### config.mk
export PLATFORM = sky130hd
export DESIGN_NAME = bitlogic_exec
export DESIGN_NICKNAME = d
export VERILOG_FILES = /design/src/rtl/bitx_pkg.sv /design/src/rtl/bitx_decode.sv /design/src/rtl/bitx_operand.sv /design/src/rtl/bitx_alu.sv /design/src/rtl/bitlogic_exec.sv
export SDC_FILE = /design/constraint.sdc
export NUM_CORES = 1
export LEC_CHECK = 0
export BUFFER_PORTS_ARGS = -buffer_cell sky130_fd_sc_hd__buf_2
export CORE_MARGIN = 1
export CORE_UTILIZATION = 48
export CTS_BUF_LIST = sky130_fd_sc_hd__clkbuf_2
export DETAILED_ROUTE_END_ITERATION = 12
export PLACE_DENSITY = 0.9
export SKIP_CTS_REPAIR_TIMING = 1
export SYNTH_ARGS = -nofsm -noshare
export SYNTH_HDL_FRONTEND = slang
export SYNTH_SLANG_ARGS = --single-unit
### constraint.sdc
create_clock -name clk_i -period 3 [get_ports clk_i]
set_input_delay 0.45 -clock clk_i [delete_from_list [all_inputs] [get_ports clk_i]]
set_output_delay 0.45 -clock clk_i [all_outputs]
set_load 0.05 [all_outputs]
### src/rtl/bitx_pkg.sv
package bitx_pkg;
  localparam int unsigned INSTR_W = 32;
  localparam int unsigned OPC_W   = 7;

  localparam logic [OPC_W-1:0] OPC_BITCLRSET = 7'b0110110;
  localparam logic [OPC_W-1:0] OPC_BITNOTRND = 7'b0110111;
  localparam logic [OPC_W-1:0] OPC_FLAGPAIR  = 7'b0101111;
  localparam logic [3:0]       OPC_BOOL_HI   = 4'b0111;

  typedef enum logic [1:0] {
    BOP_MOV = 2'd0,
    BOP_AND = 2'd1,
    BOP_OR  = 2'd2,
    BOP_XOR = 2'd3
  } bop_e;

  typedef enum logic [2:0] {
    K_NONE,
    K_TO_BIT,
    K_TO_FLAG,
    K_UNARY,
    K_FLAGS
  } kind_e;

  typedef enum logic [1:0] {
    U_CLR = 2'd0,
    U_SET = 2'd1,
    U_NOT = 2'd2,
    U_RND = 2'd3
  } uop_e;

  typedef struct packed {
    kind_e kind;
    bop_e  bop;
    uop_e  uop;
    logic  src_z;   // flag source is Z (to-bit form)
    logic  dst_z;   // flag target is Z
    logic  inv;     // invert source
    logic  wr_c;    // unary: copy old bit to carry
    logic  use_imm;
  } dec_t;

  function automatic logic bop_apply(bop_e op, logic a, logic b);
    case (op)
      BOP_MOV: return b;
      BOP_AND: return a & b;
      BOP_OR:  return a | b;
      default: return a ^ b;
    endcase
  endfunction
endpackage

### src/rtl/bitx_decode.sv
module bitx_decode
  import bitx_pkg::*;
(
  input  logic [INSTR_W-1:0] instr_i,
  output dec_t               dec_o
);
  logic [OPC_W-1:0] opc;
  logic             cf, zf;
  logic [8:0]       dfield;

  assign opc    = instr_i[27:21];
  assign cf     = instr_i[20];
  assign zf     = instr_i[19];
  assign dfield = instr_i[17:9];

  always_comb begin
    dec_o         = '0;
    dec_o.kind    = K_NONE;
    dec_o.bop     = BOP_MOV;
    dec_o.uop     = U_CLR;
    dec_o.use_imm = instr_i[18];
    if (opc[6:3] == OPC_BOOL_HI) begin
      dec_o.bop = bop_e'(opc[2:1]);
      dec_o.inv = zf;
      if (!opc[0]) begin
        dec_o.kind  = K_TO_BIT;
        dec_o.src_z = cf;
      end else begin
        dec_o.kind  = K_TO_FLAG;
        dec_o.dst_z = cf;
      end
    end else if (opc == OPC_BITCLRSET || opc == OPC_BITNOTRND) begin
      dec_o.kind = K_UNARY;
      dec_o.uop  = uop_e'({opc[0], zf});
      dec_o.wr_c = cf;
    end else if (opc == OPC_FLAGPAIR) begin
      dec_o.kind  = K_FLAGS;
      dec_o.bop   = bop_e'(dfield[1:0]);
      dec_o.dst_z = dfield[2];
      dec_o.inv   = dfield[3];
    end
  end
endmodule

### src/rtl/bitx_operand.sv
module bitx_operand #(
  parameter int unsigned XLEN  = 32,
  parameter int unsigned IMM_W = 9,
  localparam int unsigned IDX_W = $clog2(XLEN)
) (
  input  logic [IMM_W-1:0] imm_i,
  input  logic             use_imm_i,
  input  logic [XLEN-1:0]  s_val_i,
  input  logic [XLEN-1:0]  d_val_i,
  output logic [IDX_W-1:0] idx_o,
  output logic             bit_o
);
  logic [XLEN-1:0] src;
  assign src   = use_imm_i ? XLEN'(imm_i) : s_val_i;
  assign idx_o = src[IDX_W-1:0];
  assign bit_o = d_val_i[idx_o];
endmodule

### src/rtl/bitx_alu.sv
module bitx_alu
  import bitx_pkg::*;
#(
  parameter int unsigned XLEN = 32,
  localparam int unsigned IDX_W = $clog2(XLEN)
) (
  input  dec_t             dec_i,
  input  logic [XLEN-1:0]  d_val_i,
  input  logic [IDX_W-1:0] idx_i,
  input  logic             bit_i,
  input  logic             c_i,
  input  logic             z_i,
  input  logic             rnd_i,
  output logic             d_we_o,
  output logic [XLEN-1:0]  d_new_o,
  output logic             c_we_o,
  output logic             c_new_o,
  output logic             z_we_o,
  output logic             z_new_o
);
  logic nb;

  always_comb begin
    d_we_o  = 1'b0;
    nb      = bit_i;
    c_we_o  = 1'b0;
    c_new_o = c_i;
    z_we_o  = 1'b0;
    z_new_o = z_i;
    case (dec_i.kind)
      K_TO_BIT: begin
        d_we_o = 1'b1;
        nb     = bop_apply(dec_i.bop, bit_i, (dec_i.src_z ? z_i : c_i) ^ dec_i.inv);
      end
      K_TO_FLAG: begin
        if (dec_i.dst_z) begin
          z_we_o  = 1'b1;
          z_new_o = bop_apply(dec_i.bop, z_i, bit_i ^ dec_i.inv);
        end else begin
          c_we_o  = 1'b1;
          c_new_o = bop_apply(dec_i.bop, c_i, bit_i ^ dec_i.inv);
        end
      end
      K_UNARY: begin
        d_we_o  = 1'b1;
        c_we_o  = dec_i.wr_c;
        c_new_o = bit_i;
        case (dec_i.uop)
          U_CLR:   nb = 1'b0;
          U_SET:   nb = 1'b1;
          U_NOT:   nb = ~bit_i;
          default: nb = rnd_i;
        endcase
      end
      K_FLAGS: begin
        if (dec_i.dst_z) begin
          z_we_o  = 1'b1;
          z_new_o = bop_apply(dec_i.bop, z_i, c_i ^ dec_i.inv);
        end else begin
          c_we_o  = 1'b1;
          c_new_o = bop_apply(dec_i.bop, c_i, z_i ^ dec_i.inv);
        end
      end
      default: ;
    endcase
  end

  // per-bit merge: only the addressed lane takes the new value
  for (genvar g = 0; g < XLEN; g++) begin : g_lane
    assign d_new_o[g] = (d_we_o && idx_i == IDX_W'(g)) ? nb : d_val_i[g];
  end
endmodule

### src/rtl/bitlogic_exec.sv
module bitlogic_exec
  import bitx_pkg::*;
#(
  parameter int unsigned XLEN = 32,
  localparam int unsigned IDX_W = $clog2(XLEN)
) (
  input  logic               clk_i,
  input  logic               rst_ni,
  input  logic [INSTR_W-1:0] instr_i,
  input  logic [XLEN-1:0]    d_val_i,
  input  logic [XLEN-1:0]    s_val_i,
  input  logic               cond_pass_i,
  input  logic               rnd_bit_i,
  output logic               d_we_o,
  output logic [XLEN-1:0]    d_wdata_o,
  output logic               c_o,
  output logic               z_o
);
  dec_t             dec;
  logic [IDX_W-1:0] idx;
  logic             cur_bit;
  logic             d_we, c_we, z_we, c_new, z_new;
  logic [XLEN-1:0]  d_new;
  logic             c_q, z_q;

  bitx_decode u_dec (
    .instr_i (instr_i),
    .dec_o   (dec)
  );

  bitx_operand #(.XLEN(XLEN), .IMM_W(9)) u_opnd (
    .imm_i     (instr_i[8:0]),
    .use_imm_i (dec.use_imm),
    .s_val_i   (s_val_i),
    .d_val_i   (d_val_i),
    .idx_o     (idx),
    .bit_o     (cur_bit)
  );

  bitx_alu #(.XLEN(XLEN)) u_alu (
    .dec_i   (dec),
    .d_val_i (d_val_i),
    .idx_i   (idx),
    .bit_i   (cur_bit),
    .c_i     (c_q),
    .z_i     (z_q),
    .rnd_i   (rnd_bit_i),
    .d_we_o  (d_we),
    .d_new_o (d_new),
    .c_we_o  (c_we),
    .c_new_o (c_new),
    .z_we_o  (z_we),
    .z_new_o (z_new)
  );

  always_ff @(posedge clk_i or negedge rst_ni) begin
    if (!rst_ni) begin
      d_we_o    <= 1'b0;
      d_wdata_o <= '0;
      c_q       <= 1'b0;
      z_q       <= 1'b0;
    end else begin
      d_we_o    <= cond_pass_i & d_we;
      d_wdata_o <= cond_pass_i ? d_new : d_val_i;
      if (cond_pass_i && c_we) c_q <= c_new;
      if (cond_pass_i && z_we) z_q <= z_new;
    end
  end

  assign c_o = c_q;
  assign z_o = z_q;
endmodule

==> results.yml, run 1 <==
sta:
  slew_headroom_pct: 48.8
  fin_crit_sh_pct: 99.5
  setup_violations: 0
  period_needed_ns: 2.98
  hold_violations: 0
  tns_ns: 0
  final.setup.worst_slack_ns: 0.0162
  maxSlewViolCount: 0
  fin_skew_ns: 0.0265
  max_freq_mhz: 335
  worstMarginPinSlew_ns: 0.768
synthesis:
  synth_edf_count: 0
  synth_seq_cells: 35
  synth-main-ff-cell: "dfrtp_1"
  yosys.area.top_type: "dfrtp_1"
  ys_seq_area_share_pct: 31.3
  synth_nets: 408
  yosysWarnings: 0
  yosysMostFrequentCell: "a21oi_1"
  synth.cell_area_um2: 2800
  ys_types: 55
  ys_top_cells_by_area: "dfrtp_1, a41oi_1, a21oi_1"
  synthArstFlopShare_pct: 100
  netlist_top_cells_count: "a21oi_1, dfrtp_1, a41oi_1"
  synth_cells: 299
  syn_avg_cell_area_um2: 9.35
  synth_top_area_share_pct: 31.3
global_route:
  antenna_found_initial: 0
  grt_max_degree: 36
  grt-ovfl-total: 0
  grt_util_all_layers_pct: 26.6
  first_global_vias: 2734
  grt_pass1_wl_mm: 12.8
route:
  vias: 3228
  drcViolationCount: 0
  wl_per_cell_um: 20.5
  postRouteAntennaNets: 0
  drtIter0Drc: 342
  wirelength_mm: 9.83
  viasPerCell: 6.74
  firstDrtPassIters: 5
setup_path:
  start_kind: "input pin"
  critPathKind: "input pin to flop"
  required_ns: 3.34
  worstPathMaxFanout: 9
  arrival_ns: 3.33
  r2r_cells: 9
  crit_path_end_kind: "flop"
placed_design:
  port_buffers: 94
  dpl_worst_slack_ns: -0.357
  post-dp-hpwl_mm: 6.13
  gp_congestion: 0.928
layout:
  n_fill_cell: 405
  antenna_cells: 0
  drive_gt1_share_pct: 49.1
  fin_util_pct: 68.7
  synthToLayoutAreaGrowth_pct: 37.0
  nets: 515
floorplanning:
  num_rows: 27
  ios: 135
  die_w_um: 78.3
  die_y_um: 78.3
  dieArea_um2: 6130
  start_util_pct: 50.1
  coreArea_um2: 5570
flow_run:
  maxCapViolations: 0
clock_tree:
  cts_tree: "done"
  htreeDepth: 2
  cts_inserted_buffers: 5
  cts-root-buf: "clkbuf_2"
  clock-sinks: 35
  clk_pin_slew_ns: 0.22
  cts_max_path_buffers: 2
  clock_latency_ns: 0.45
power:
  p_leak_nw: 1.69
  peakVddDrop_uv: 284
  power_density_nw_per_um2: 370
min_path:
  hp-class: "input pin to async pin"
run_status:
  outcome: "completed"
metal layers:
layer  vias up  track usage [%]  share of wire (%)
met5         -                0                  0
met4         0             8.52                4.3
met3        49             4.42                9.3
met2       252             47.3                 49
met1      1541             32.6                 37
li1       1386                -                  -
report_power, final:
part / total [mW] / switching (mW) / internal (mW)
sequential: 0.526 / 0.0245 / 0.502
combinational: 0.577 / 0.357 / 0.220
clock: 0.315 / 0.178 / 0.137
total: 1.42 / 0.560 / 0.858
state kept, by name, summed over array words and instances (netlist names):
signal,count
d_we_o,1
z_o,1
c_o,1
d_wdata_o,32
worst max-delay path, cell delays in order:
cell and delay, ns:
buf_6 0.14, buf_6 0.16, and4bb_2 0.24, a31o_2 0.22, o41ai_2 0.35, a41o_1 0.30, nand2_4 0.07, inv_2 0.05
ha_1 0.12, a211oi_1 0.08, a2111oi_2 0.47, o31ai_4 0.23, clkbuf_16 0.22, a41oi_1 0.23
cell type report:
| type | count | area (um^2) | area share, % |
|---|---|---|---|
| tap | 72 | 90.1 | 2.35 |
| inverter | 15 | 56.3 | 1.47 |
| clock buffer | 5 | 25.0 | 0.654 |
| timing repair buffer | 131 | 826 | 21.6 |
| sequential | 35 | 876 | 22.9 |
| multi-input combinational | 218 | 1920 | 50.1 |
| clock inverter | 3 | 38.8 | 1.01 |
stage by stage:
step / power (mW) / instances / instance area [um^2] / hold slack (ns)
3_3_place_gp: 1.04 / 465 / 3450 / 0.542
6_report: 1.42 / 479 / 3830 / 0.0286
5_1_grt: 1.49 / 479 / 3830 / 0.0866
4_1_cts: 1.36 / 473 / 3510 / 0.107
2_1_floorplan: 0.878 / 299 / 2810 / 0.154
3_5_place_dp: 1.06 / 465 / 3450 / 0.569
placed cells by master (no fill, tap or decap), types with 3 or more instances in the layout:
master / synthesis / routed
ha_1: 9 / 9
and3_1: 3 / 3
nand2_1: 10 / 9
a21oi_1: 39 / 39
a21boi_2: 0 / 4
buf_2: 10 / 93
dfrtp_1: 35 / 35
nor4bb_1: 4 / 4
nor2_1: 15 / 14
buf_4: 2 / 30
and3b_1: 3 / 3
a41oi_2: 9 / 20
o21a_1: 6 / 6
a41oi_1: 24 / 13
inv_1: 14 / 14
nand2b_1: 8 / 7
o41ai_2: 0 / 4
o32ai_2: 0 / 3
nand3_1: 6 / 5
a31o_2: 9 / 9
clkbuf_2: 1 / 5
buf_6: 4 / 4
xnor2_1: 3 / 3
nor2b_1: 9 / 9
final timing paths:
| check | from | end | slack (ns) |
|---|---|---|---|
| hold / removal | rst_ni | d_wdata_o[4]$_DFF_PN0_ | 0.03 |
| setup reg to reg | z_o$_DFFE_PN0P_ | d_wdata_o[11]$_DFF_PN0_ | 0.51 |
| setup / recovery | instr_i[18] | d_wdata_o[11]$_DFF_PN0_ | 0.02 |
| hold reg to reg | c_o$_DFFE_PN0P_ | c_o$_DFFE_PN0P_ | 0.70 |
| max in group asynchronous | rst_ni | d_wdata_o[28]$_DFF_PN0_ | 2.44 |
| min in group clk_i | cond_pass_i | d_we_o$_DFF_PN0_ | 0.28 |
cells by family after synthesis:
| family | share of synthesized area (%) |
|---|---|
| compound gates | 36.2 |
| xor+xnor | 0.940 |
| fa+ha+maj | 4.03 |
| buf+inv | 8.01 |
| flops | 31.3 |
| mux | 4.61 |
| simple gates | 14.9 |
No activity file was read; power rests on OpenSTA's default activity.
==> run 2: changes to the inputs <==
--- a/config.mk
+++ b/config.mk
@@ -5,12 +5,13 @@
 export SDC_FILE = /design/constraint.sdc
 export NUM_CORES = 1
 export LEC_CHECK = 0
+export ABC_CLOCK_PERIOD_IN_PS = 3600
 export BUFFER_PORTS_ARGS = -buffer_cell sky130_fd_sc_hd__buf_2
 export CORE_MARGIN = 1
-export CORE_UTILIZATION = 48
+export CORE_UTILIZATION = 52
 export CTS_BUF_LIST = sky130_fd_sc_hd__clkbuf_2
 export DETAILED_ROUTE_END_ITERATION = 12
-export PLACE_DENSITY = 0.9
+export PLACE_DENSITY = 0.95
 export SKIP_CTS_REPAIR_TIMING = 1
 export SYNTH_ARGS = -nofsm -noshare
 export SYNTH_HDL_FRONTEND = slang
==> constraint.sdc (replaced) <==
create_clock -name clk_i -period 3.6 [get_ports clk_i]
set_input_delay 0.54 -clock clk_i [delete_from_list [all_inputs] [get_ports clk_i]]
set_output_delay 0.54 -clock clk_i [all_outputs]
set_load 0.05 [all_outputs]
==> results.yml, run 2 (synthesis gave the netlist of run 1 again) <==
run_status:
  outcome: "completed"
power:
  power_density_nw_per_um2: 309
  power_frac_seq_pct: 42.2
  switchingPower_mw: 0.424
  p_leak_nw: 1.49
  peakVddDrop_uv: 138
  internal_power_mw: 0.610
  netSwitchingFraction_pct: 41.0
  p_clk_share_pct: 17.2
  p_comb_share_pct: 40.6
layout:
  final_common_cell: "buf_2"
  max_flop_register: "d_wdata_o"
  antenna_cells: 0
  largest_reg_flops: 32
  synthToLayoutAreaGrowth_pct: 19.9
  n_fill_cell: 439
  nets: 494
  seq_area_um2: 876
  fin_util_pct: 65.2
  multi_input_area_um2: 1700
  final_cell_mix: "buf_2, a21oi_1, dfrtp_1"
  drive_gt1_share_pct: 38.2
floorplanning:
  dieArea_um2: 5670
  num_rows: 26
  die_w_um: 75.3
  ios: 135
  die_y_um: 75.3
  start_util_pct: 54.4
  coreArea_um2: 5140
placed_design:
  port_buffers: 94
  dpl_worst_slack_ns: -0.00215
  post-dp-hpwl_mm: 5.97
  gp_congestion: 0.947
route:
  wl_per_cell_um: 17.3
  firstDrtPassIters: 5
  drtIter0Drc: 231
  postRouteAntennaNets: 0
  drcViolationCount: 0
  viasPerCell: 6.42
  vias: 2923
  wirelength_mm: 7.87
global_route:
  grt-ovfl-total: 0
  grt_pass1_wl_mm: 12.5
  antenna_found_initial: 0
  grt_max_degree: 36
  first_global_vias: 2655
  grt_util_all_layers_pct: 29.1
setup_path:
  critPathKind: "input pin to flop"
  required_ns: 3.91
  worstPathMaxFanout: 32
  path_cells: "buf_2, buf_4, nor2b_1, a31o_2, o41ai_1, a41o_1, nand2_4, inv_2, ha_1, a211oi_1, a2111oi_2, o31ai_4, buf_12, a41oi_1"
  crit_slowest_cell: "a2111oi_2"
  crit_path_end_kind: "flop"
  arrival_ns: 3.56
  critPathMaxStageDelay_ns: 0.46
  start_kind: "input pin"
clock_tree:
  cts-root-buf: "clkbuf_2"
  htreeDepth: 2
  clock_latency_ns: 0.40
  clock-sinks: 35
  cts_max_path_buffers: 2
  clk_pin_slew_ns: 0.21
  cts_inserted_buffers: 5
  cts_tree: "done"
sta:
  worstMarginPinSlew_ns: 0.775
  fin_skew_ns: 0.0193
  hold_violations: 0
  setup_violations: 0
  fin_crit_sh_pct: 90.3
  maxSlewViolCount: 0
  grt_setup_unrepaired: "no"
  max_freq_mhz: 307
  slew_headroom_pct: 48.4
  period_needed_ns: 3.25
  finalHoldWorstSlack_ns: 0.162
  final.setup.worst_slack_ns: 0.348
flow_run:
  maxCapViolations: 0
min_path:
  hp-class: "input pin to async pin"
-- run 2: cell types whose count changed in the layout (fill, tap and decap cells not counted), moves of 5 or more --
cell / change
a41oi_2: -11
a41oi_1: +11
buf_4: -15
o32ai_1: +5
a21boi_0: +5
-- run 2: worst max-delay path: cells and delay by family --
kind / cells / cell delay, ns
and+or+nand+nor: 2 / 0.53
AOI/OAI and AO/OA: 7 / 1.52
adders and majority gates: 1 / 0.26
buffers and inverters: 4 / 0.69
-- run 2: path summary, 6_finish.rpt --
kind,startpoint,cells past startpoint,to,slack (ns)
worst min-delay path,rst_ni,1,d_wdata_o[7]$_DFF_PN0_,0.16
max in group asynchronous,rst_ni,1,d_wdata_o[16]$_DFF_PN0_,2.91
min in group clk_i,d_val_i[7],3,d_wdata_o[7]$_DFF_PN0_,0.40
worst min register to register,c_o$_DFFE_PN0P_,2,c_o$_DFFE_PN0P_,0.70
worst max register to register,c_o$_DFFE_PN0P_,9,d_wdata_o[3]$_DFF_PN0_,1.27
worst max-delay path,instr_i[18],14,d_wdata_o[3]$_DFF_PN0_,0.35
-- run 2: power groups by stage --
stage | clock network [mW] | logic, mW | registers (mW)
final | 0.178 | 0.420 | 0.436
after global routing | 0.199 | 0.459 | 0.441
after CTS | 0.179 | 0.417 | 0.437
after detailed placement | 0 | 0.415 | 0.444
after global placement | 0 | 0.400 | 0.444
after floorplan | 0 | 0.196 | 0.533
-- run 2: metal layers --
layer / track usage [%] / vias to the layer above / wire [um]
li1: - / 1332 / -
met1: 36.5 / 1366 / 3190
met2: 51.1 / 207 / 3830
met3: 4.63 / 18 / 694
met4: 9.88 / 0 / 162
met5: 0 / - / 0
-- run 2: stage by stage --
step | TNS (ns) | power (mW) | instance area [um^2] | std cells
global route | 0 | 1.10 | 3350 | 455
detailed placement | -0.00215 | 0.859 | 3320 | 448
finish | 0 | 1.03 | 3350 | 455
global placement | 0 | 0.844 | 3320 | 448
floorplan | 0 | 0.729 | 2800 | 299
CTS | 0 | 1.03 | 3350 | 455
-- run 2: final cells by class --
| type | instances | share of cell area [%] |
|---|---|---|
| tap | 70 | 2.61 |
| timing repair buffer | 110 | 18.0 |
| sequential | 35 | 26.1 |
| inverter | 15 | 1.68 |
| clock buffer | 5 | 0.747 |
| multi-input combinational | 218 | 50.6 |
| clock inverter | 2 | 0.261 |
==> run 3: changes to the inputs <==
--- a/config.mk
+++ b/config.mk
@@ -8,10 +8,10 @@
 export ABC_CLOCK_PERIOD_IN_PS = 3600
 export BUFFER_PORTS_ARGS = -buffer_cell sky130_fd_sc_hd__buf_2
 export CORE_MARGIN = 1
-export CORE_UTILIZATION = 52
+export CORE_UTILIZATION = 40
 export CTS_BUF_LIST = sky130_fd_sc_hd__clkbuf_2
 export DETAILED_ROUTE_END_ITERATION = 12
-export PLACE_DENSITY = 0.95
+export PLACE_DENSITY = 0.78
 export SKIP_CTS_REPAIR_TIMING = 1
 export SYNTH_ARGS = -nofsm -noshare
 export SYNTH_HDL_FRONTEND = slang
==> results.yml, run 3 (synthesis gave the netlist of run 1 again) <==
sta:
  worstMarginPinSlew_ns: 0.744
  setup_violations: 0
  grt_setup_unrepaired: "no"
  slew_headroom_pct: 50.4
  hold_violations: 0
  period_needed_ns: 3.13
  max_freq_mhz: 319
  tns_ns: 0
  maxSlewViolCount: 0
  fin_crit_sh_pct: 87.1
  fin_skew_ns: 0.0315
run_status:
  outcome: "completed"
route:
  viasPerCell: 6.14
  drtIter0Drc: 289
  postRouteAntennaNets: 0
  wirelength_mm: 7.92
  wl_per_cell_um: 17.0
  drcViolationCount: 0
  vias: 2861
  firstDrtPassIters: 5
clock_tree:
  cts_tree: "done"
  cts_max_path_buffers: 2
  clk_pin_slew_ns: 0.18
  cts-root-buf: "clkbuf_2"
  cts_inserted_buffers: 5
  clock-sinks: 35
  htreeDepth: 2
  clock_latency_ns: 0.38
global_route:
  first_global_vias: 2667
  grt_util_all_layers_pct: 22.1
  antenna_found_initial: 0
  grt-ovfl-total: 0
  grt_max_degree: 36
  grt_pass1_wl_mm: 12.8
setup_path:
  path_cells: "buf_2, buf_4, nand3b_1, a21boi_0, o41ai_1, a41o_1, nand2_4, inv_2, ha_1, a211oi_1, a2111oi_2, o31ai_4, buf_12, a41oi_1"
  crit_slowest_cell: "a2111oi_2"
  path_buf_inv: 4
  worstPathMaxFanout: 32
  rr_endpoint: "d_wdata_o[6]$_DFF_PN0_"
  critPathMaxStageDelay_ns: 0.44
  critPathTopFamily: "compound AO/OA/AOI/OAI gates"
  r2r_cells: 9
  rrSetupSlack_ns: 1.21
  start_kind: "input pin"
  crit_path_end_kind: "flop"
  critPathKind: "input pin to flop"
  required_ns: 3.87
  reg2reg_from: "c_o$_DFFE_PN0P_"
  arrival_ns: 3.40
floorplanning:
  dieArea_um2: 7330
  start_util_pct: 41.4
  ios: 135
  die_w_um: 85.6
  coreArea_um2: 6760
  num_rows: 30
  die_y_um: 85.6
placed_design:
  port_buffers: 94
  post-dp-hpwl_mm: 6.15
  gp_congestion: 0.932
layout:
  n_fill_cell: 662
  antenna_cells: 0
  final_common_cell: "buf_2"
  largest_reg_flops: 32
  synthToLayoutAreaGrowth_pct: 20.8
  max_flop_register: "d_wdata_o"
  nets: 496
  final_cell_mix: "buf_2, a21oi_1, dfrtp_1"
  drive_gt1_share_pct: 38.6
min_path:
  hp-class: "input pin to async pin"
flow_run:
  maxCapViolations: 0
power:
  power_mw: 1.03
  p_leak_nw: 1.50
  peakVddDrop_uv: 92.6
  power_density_nw_per_um2: 304
==> run 3: metal layers <==
layer / vias up / part of all wire [%] / global-route usage, %
met3: 13 / 6.6 / 2.60
li1: 1346 / - / -
met1: 1350 / 43 / 29.8
met4: 0 / 1.5 / 6.36
met2: 152 / 49 / 37.4
met5: - / 0 / 0
==> run 3: worst max-delay path by stage <==
stage / start / to / slack [ns] / cells past startpoint
after floorplan: instr_i[18] / d_wdata_o[19]$_DFF_PN0_ / 0.38 / 16
after global placement: instr_i[18] / d_wdata_o[10]$_DFF_PN0_ / 0.16 / 14
after detailed placement: instr_i[18] / d_wdata_o[14]$_DFF_PN0_ / 0.06 / 14
after CTS: instr_i[18] / d_wdata_o[1]$_DFF_PN0_ / 0.46 / 14
after global routing: instr_i[18] / d_wdata_o[6]$_DFF_PN0_ / 0.28 / 14
final: instr_i[18] / d_wdata_o[6]$_DFF_PN0_ / 0.47 / 14
==> run 3: report_power, final <==
part / switching [mW] / total (mW) / internal (mW)
Sequential: 0.0196 / 0.437 / 0.418
Combinational: 0.268 / 0.425 / 0.157
Clock: 0.119 / 0.163 / 0.0439
Total: 0.407 / 1.03 / 0.619
==> run 3: area by class of cell <==
class | count | area (um^2) | area share [%]
Multi-Input combinational cell | 218 | 1700 | 50.2
Clock buffer | 6 | 30.0 | 0.890
Timing Repair Buffer | 112 | 618 | 18.3
Inverter | 15 | 56.3 | 1.67
Tap cell | 80 | 100 | 2.97
Sequential cell | 35 | 876 | 25.9
==> run 3: stage by stage <==
step	utilization (%)	hold slack, ns	cells	setup WS (ns)	area, um^2
6_report	50.0	0.205	466	0.465	3380
5_1_grt	50.0	0.267	466	0.279	3380
4_1_cts	50.0	0.222	466	0.463	3380
3_5_place_dp	49.5	0.653	460	0.0585	3350
3_3_place_gp	49.5	0.639	460	0.165	3350
2_1_floorplan	-	0.244	299	0.381	2800
